===== config.mk =====
export PLATFORM = sky130hd
export DESIGN_NAME = edac16_core
export DESIGN_NICKNAME = d
export VERILOG_FILES = /design/src/rtl/edac16_pkg.sv /design/src/rtl/edac16_par_tree.sv /design/src/rtl/edac16_syn_gen.sv /design/src/rtl/edac16_syn_dec.sv /design/src/rtl/edac16_core.sv
export SDC_FILE = /design/constraint.sdc
export NUM_CORES = 1
export LEC_CHECK = 0
export BUFFER_PORTS_ARGS = -buffer_cell sky130_fd_sc_hd__buf_2
export CORE_ASPECT_RATIO = 0.75
export CORE_MARGIN = 2
export CORE_UTILIZATION = 55
export DETAILED_ROUTE_END_ITERATION = 8
export GPL_TIMING_DRIVEN = 0
export PLACE_DENSITY = 0.86
export SLEW_MARGIN = 25
export SYNTH_ARGS = -nofsm -noshare
export SYNTH_HDL_FRONTEND = slang
export SYNTH_SLANG_ARGS = --single-unit
export TNS_END_PERCENT = 30

===== constraint.sdc =====
create_clock -name clk -period 6.55 [get_ports clk]
set_input_delay 1.31 -clock clk [delete_from_list [all_inputs] [get_ports clk]]
set_output_delay 1.31 -clock clk [all_outputs]
set_load 0.02 [all_outputs]

===== src/rtl/edac16_pkg.sv =====
package edac16_pkg;
  localparam int DW = 16;
  localparam int CW = 8;
  localparam int NW = 6;

  typedef logic [CW-1:0][DW-1:0] mask_t;

  // Coverage of check bits 0..5, one data-bit mask per check bit.
  localparam logic [DW-1:0] COV0 = 16'h31F1;
  localparam logic [DW-1:0] COV1 = 16'h4F52;
  localparam logic [DW-1:0] COV2 = 16'h922F;
  localparam logic [DW-1:0] COV3 = 16'h641F;
  localparam logic [DW-1:0] COV4 = 16'h8FA4;
  localparam logic [DW-1:0] COV5 = 16'hF8C8;

  function automatic mask_t build_masks(input logic [DW-1:0] cov6,
                                        input logic [DW-1:0] cov7);
    mask_t m;
    m[0] = COV0; m[1] = COV1; m[2] = COV2; m[3] = COV3;
    m[4] = COV4; m[5] = COV5; m[6] = cov6; m[7] = cov7;
    return m;
  endfunction
endpackage


===== src/rtl/edac16_par_tree.sv =====
module edac16_par_tree #(
  parameter int DW = 16,
  parameter int CW = 8,
  parameter logic [CW-1:0][DW-1:0] MASKS = '0,
  parameter logic [CW-1:0] ODD = '0
) (
  input  logic [DW-1:0] dat,
  output logic [CW-1:0] par
);
  for (genvar k = 0; k < CW; k++) begin : g_tree
    assign par[k] = (^(dat & MASKS[k])) ^ ODD[k];
  end
endmodule


===== src/rtl/edac16_syn_gen.sv =====
module edac16_syn_gen #(
  parameter int DW = 16,
  parameter int CW = 8,
  parameter int NW = 6,
  parameter logic [CW-1:0][DW-1:0] MASKS = '0,
  parameter logic [CW-1:0] ODD = '0
) (
  input  logic [DW-1:0] rd_dat,
  input  logic [CW-1:0] rd_chk,
  input  logic          wide_en,
  output logic [CW-1:0] syn
);
  localparam logic [CW-1:0] NARROW_KEEP = CW'((1 << NW) - 1);
  logic [CW-1:0] regen;
  logic [CW-1:0] raw;

  edac16_par_tree #(.DW(DW), .CW(CW), .MASKS(MASKS), .ODD(ODD)) u_regen (
    .dat(rd_dat),
    .par(regen)
  );

  assign raw = regen ^ rd_chk;
  assign syn = wide_en ? raw : (raw & NARROW_KEEP);
endmodule


===== src/rtl/edac16_syn_dec.sv =====
module edac16_syn_dec #(
  parameter int DW = 16,
  parameter int CW = 8,
  parameter int NW = 6,
  parameter logic [CW-1:0][DW-1:0] MASKS = '0
) (
  input  logic [CW-1:0] syn,
  input  logic          wide_en,
  output logic [DW-1:0] flip,
  output logic          ce,
  output logic          ue
);
  localparam logic [CW-1:0] NARROW_KEEP = CW'((1 << NW) - 1);
  logic any_err;
  logic one_hot;

  for (genvar i = 0; i < DW; i++) begin : g_col
    logic [CW-1:0] col;
    for (genvar k = 0; k < CW; k++) begin : g_bit
      assign col[k] = MASKS[k][i];
    end
    assign flip[i] = (syn == (wide_en ? col : (col & NARROW_KEEP)));
  end

  assign any_err = |syn;
  assign one_hot = any_err && ((syn & (syn - CW'(1))) == '0);
  assign ce      = any_err && ((|flip) || one_hot);
  assign ue      = any_err && !ce;
endmodule


===== src/rtl/edac16_core.sv =====
module edac16_core
  import edac16_pkg::*;
#(
  parameter logic [DW-1:0] COVER6 = 16'h1000,
  parameter logic [DW-1:0] COVER7 = 16'h0800,
  parameter logic [CW-1:0] ODD_PAR = 8'h8C
) (
  input  logic          clk,
  input  logic          rst,
  input  logic [DW-1:0] wr_dat,
  input  logic [DW-1:0] rd_dat,
  input  logic [CW-1:0] rd_chk,
  input  logic          wide_en,
  input  logic          fix_en,
  output logic [CW-1:0] chk_out,
  output logic [DW-1:0] dat_out,
  output logic [CW-1:0] syn_out,
  output logic          ce_n,
  output logic          ue_n
);
  localparam mask_t MASKS = build_masks(COVER6, COVER7);

  logic [CW-1:0] gen_chk;
  logic [CW-1:0] syn;
  logic [DW-1:0] flip;
  logic          ce, ue;
  logic          pipe_vld;

  edac16_par_tree #(.DW(DW), .CW(CW), .MASKS(MASKS), .ODD(ODD_PAR)) u_enc (
    .dat(wr_dat),
    .par(gen_chk)
  );

  edac16_syn_gen #(.DW(DW), .CW(CW), .NW(NW), .MASKS(MASKS), .ODD(ODD_PAR)) u_syn (
    .rd_dat (rd_dat),
    .rd_chk (rd_chk),
    .wide_en(wide_en),
    .syn    (syn)
  );

  edac16_syn_dec #(.DW(DW), .CW(CW), .NW(NW), .MASKS(MASKS)) u_dec (
    .syn    (syn),
    .wide_en(wide_en),
    .flip   (flip),
    .ce     (ce),
    .ue     (ue)
  );

  always_ff @(posedge clk) begin
    if (rst) begin
      chk_out  <= '0;
      dat_out  <= '0;
      syn_out  <= '0;
      ce_n     <= 1'b1;
      ue_n     <= 1'b1;
      pipe_vld <= 1'b0;
    end else begin
      chk_out  <= gen_chk;
      dat_out  <= fix_en ? (rd_dat ^ flip) : rd_dat;
      syn_out  <= syn;
      ce_n     <= !ce;
      ue_n     <= !ue;
      pipe_vld <= 1'b1;
    end
  end

  // the two flags are never low together
  p_flags_excl_r7: assert property (@(posedge clk) disable iff (rst)
    !(!ce_n && !ue_n));

  // a zero syndrome keeps both flags inactive
  p_zero_syn_r3: assert property (@(posedge clk) disable iff (rst)
    (syn_out == '0) |-> (ce_n && ue_n));

  // detect-only mode passes the raw word through
  p_detect_raw_r5: assert property (@(posedge clk) disable iff (rst)
    (pipe_vld && !$past(fix_en)) |-> (dat_out == $past(rd_dat)));

  // narrow mode never reports syndrome bits 6 and 7
  p_narrow_mask_r8: assert property (@(posedge clk) disable iff (rst)
    (pipe_vld && !$past(wide_en)) |-> (syn_out[CW-1:NW] == '0));

  // a one-hot syndrome is a check-bit error and leaves the data alone
  p_chk_single_r6: assert property (@(posedge clk) disable iff (rst)
    (pipe_vld && $countones(syn_out) == 1) |-> (!ce_n && ue_n && dat_out == $past(rd_dat)));

  // outputs sit at their reset values on the cycle after a reset
  p_reset_vals_r1: assert property (@(posedge clk)
    $past(rst) |-> (dat_out == '0 && chk_out == '0 && ce_n && ue_n));
endmodule


==> summary by stage <==
Run status
The run finished with clean final reports.

Floorplanning
The floorplan step defined a die boundary enclosing between 4000 and 5000 µm². The number of ports placed on the die boundary is 78. For this configuration, the core starts out at a cell density of 0.570. The horizontal die dimension is about 79 µm.

The core region is 4050 µm². The die extent in y is 60.1 µm. The site row count is 20.

Place
At the end of routability-driven placement, the weighted congestion stood at 0.963. After legalization and detailed placement, the total HPWL measured 4500 µm. The count of buffers added on input and output ports is 76.

Pwr
Of the total power, registers draw 0.267. The internal portion of total power is 0.553 mW. The clock network power share is 0.257.

Summed over all nets, the switching power comes to 0.364 mW. Summed over all cells, the static leakage comes to 1.24 nW. The cell area power density is 316 nW/µm². The maximum resistive drop on vdd is 0.221 mV.

The switching part of the total power is 0.397. The combinational cell fraction of total power is 0.475. The sum of internal, switching and leakage power is roughly 0.92 mW.

Clock network
The number of sinks driven by the clock tree is 34. In this run the clock root is driven by a clkbuf_8. The buffer count from post-CTS setup fixing is 0.

The buffer levels on the longest clock path is 2. The total number of H-tree levels is 2. The clock tree from TritonCTS is yes. The clock-pin transition on the worst setup and hold timing paths is 0.07 ns. The post-cts hold buffer count is 0. The number of gates resized after CTS was 0.

The CTS buffer count is 5.

Hold path
The worst hold path belongs to the class in2reg.

Layout
Of the cells placed in the final design, the portion with a size suffix greater than 1 is 0.317. In the final layout, flip-flops and latches occupy 681 µm². The layout has 309 filler cells. The multi-input logic area is between 1500 and 2000 µm².

The repair_antennas step left the layout with diodes totalling 0. The final design utilization is 0.715. The signed area change from the synthesized netlist to the final layout is 25.4%. For this run, the post-layout net count is between 300 and 400.

Synth
The cell area after technology mapping is 2310 µm². The share of the Yosys chip area taken by registers is 0.295. Averaged over all synthesized cells, the footprint is around 9.6 µm². After synthesis, the most frequently instantiated cells are xnor2_1, nor2_1, dfxtp_1. The top cell type by total area after synthesis is dfxtp_1. The post-synthesis async set-or-reset flop share is 0. After synthesis, the cell types taking the most area are dfxtp_1, xnor2_1, nor2_1, xor2_1, xnor2_2. The share of the synthesized area in the top cell type is 0.295. The synthesis-stage register bit count is 34. The warning count from the yosys run is 0. Counting every instance in the synthesized netlist gives 241. The number of different library cells used by synthesis comes to roughly 40. xnor2_1 is the most common cell in the netlist. Counting every net in the synthesized netlist gives around 290. Counting flops with a built-in enable in the synthesized netlist gives 0. Among all flip-flop cells after synthesis, the most frequent one is dfxtp_1.

STA
The number of slew-limit violations in the final report came to 0. Setup violations remaining at the end of the flow were counted as 0. The time the worst path needs with I/O delays and setup is about 3.5 ns. The share of the cycle needed by the critical path after routing is 0.535. After routing, the total negative slack on setup checks comes to 0 ns.

Setup repair after global routing left no endpoint under its margin. Timing would allow up to 285 MHz. The slew at the pin with the worst max-slew slack is 0.716 ns. The number of hold violations in the final report is 0. The headroom to the max-slew limit is 0.519.

GRT
The largest net degree at the start of global routing is 13. The number of global-route vias before repair is 1836. The global route total overflow is 0. The first global-routing pass estimated 8750 µm of wire. The overall track demand over capacity in global routing is 0.251.

The initial antenna violation count is 0.

Worst setup path
The critical path is of the in2reg type. The nature of the critical path startpoint is an input pin. The data required time at the worst endpoint is between 6 and 7 ns. Along the worst path, the maximum fanout reaches 6. The kind of end point of the critical path is a flip-flop.

The arrival time of the worst setup path is between 3 and 4 ns.

Routing
The total DRC errors in the routed layout is 0. The wire length per cell is 14.8 µm. The first detailed-routing pass took 4 iterations. The total wirelength of the detailed-routed design is around 5600 µm. Detailed routing inserted a total of 2007 vias. The detailed router's first-iteration violation count is 111. The detail route stage leaves a number of antenna-violating nets equal to 0.

The average via count per standard cell is 5.28.

Job
Max-cap violations in this run came to 0.
layout make-up:
class,instances,share of cell area
Clock buffer,5,0.0237
Multi-Input combinational cell,202,0.556
Buffer,4,0.00561
Timing Repair Buffer,76,0.131
Clock inverter,3,0.0237
Tap cell,55,0.0237
Inverter,1,0.00130
Sequential cell,34,0.235
worst max-delay path: stages:
cell     delay (ns)
buf_2          0.13
xnor3_1        0.42
xnor2_1        0.18
xnor2_1        0.56
o21ai_0        0.36
o22ai_1        0.21
a32oi_1        0.15
a311o_1        0.37
sequential cells by signal (all words and copies together), names as in the netlist:
name / cells
dat_out: 16
chk_out: 8
syn_out: 8
ce_n: 1
ue_n: 1
power groups by stage:
stage | Combinational, mW | Clock [mW] | Sequential [mW]
after CTS | 0.429 | 0.237 | 0.245
after global routing | 0.467 | 0.243 | 0.247
final | 0.436 | 0.236 | 0.245
after global placement | 0.416 | 0 | 0.250
after detailed placement | 0.426 | 0 | 0.250
after floorplan | 0.273 | 0 | 0.292
worst paths after layout:
| check | from | depth (start not counted) | slack [ns] | to |
|---|---|---|---|---|
| max | rd_dat[4] | 8 | 3.05 | ce_n$_SDFF_PP1_ |
| min | wr_dat[11] | 2 | 1.23 | chk_out[7]$_SDFF_PP0_ |
kinds of logic (layout without fill, tap and decap cells):
| kind of cell | count (synthesis) | after routing | share of synthesized area |
|---|---|---|---|
| xor+xnor | 89 | 89 | 0.436 |
| compound gates | 22 | 22 | 0.0747 |
| flops | 34 | 34 | 0.295 |
| simple gates | 91 | 91 | 0.186 |
| buf+inv | 5 | 89 | 0.00866 |
through the flow:
| step | cells | hold slack (ns) | instance area (µm²) | setup slack (ns) |
|---|---|---|---|---|
| finish | 380 | 1.23 | 2900 | 3.05 |
| global route | 380 | 1.23 | 2900 | 2.96 |
| CTS | 380 | 1.23 | 2900 | 3.12 |
| detailed placement | 372 | 1.54 | 2760 | 2.82 |
| global placement | 372 | 1.53 | 2760 | 2.85 |
| floorplan | 241 | 1.38 | 2310 | 3.11 |
cells in the final DEF (no fill, tap or decap), types with 4 or more instances in the layout:
| master | n |
|---|---|
| nor3b_1 | 5 |
| nor3_1 | 16 |
| nand3_1 | 6 |
| xnor2_1 | 54 |
| dfxtp_1 | 34 |
| clkbuf_8 | 5 |
| nor2_1 | 40 |
| xor2_1 | 16 |
| xnor3_1 | 4 |
| nor4_1 | 4 |
| nand2_1 | 10 |
| buf_2 | 77 |
| o21ai_0 | 4 |
| xnor2_2 | 6 |
layer usage:
layer  vias up  GRT usage  routed length [µm]
met4         0     0.0887                 121
met5         -          0                   0
met2       111      0.425                2590
met3        12     0.0801                 568
met1       913      0.306                2350
li1        971          -                   -
No activity file was read; power rests on OpenSTA's default activity.
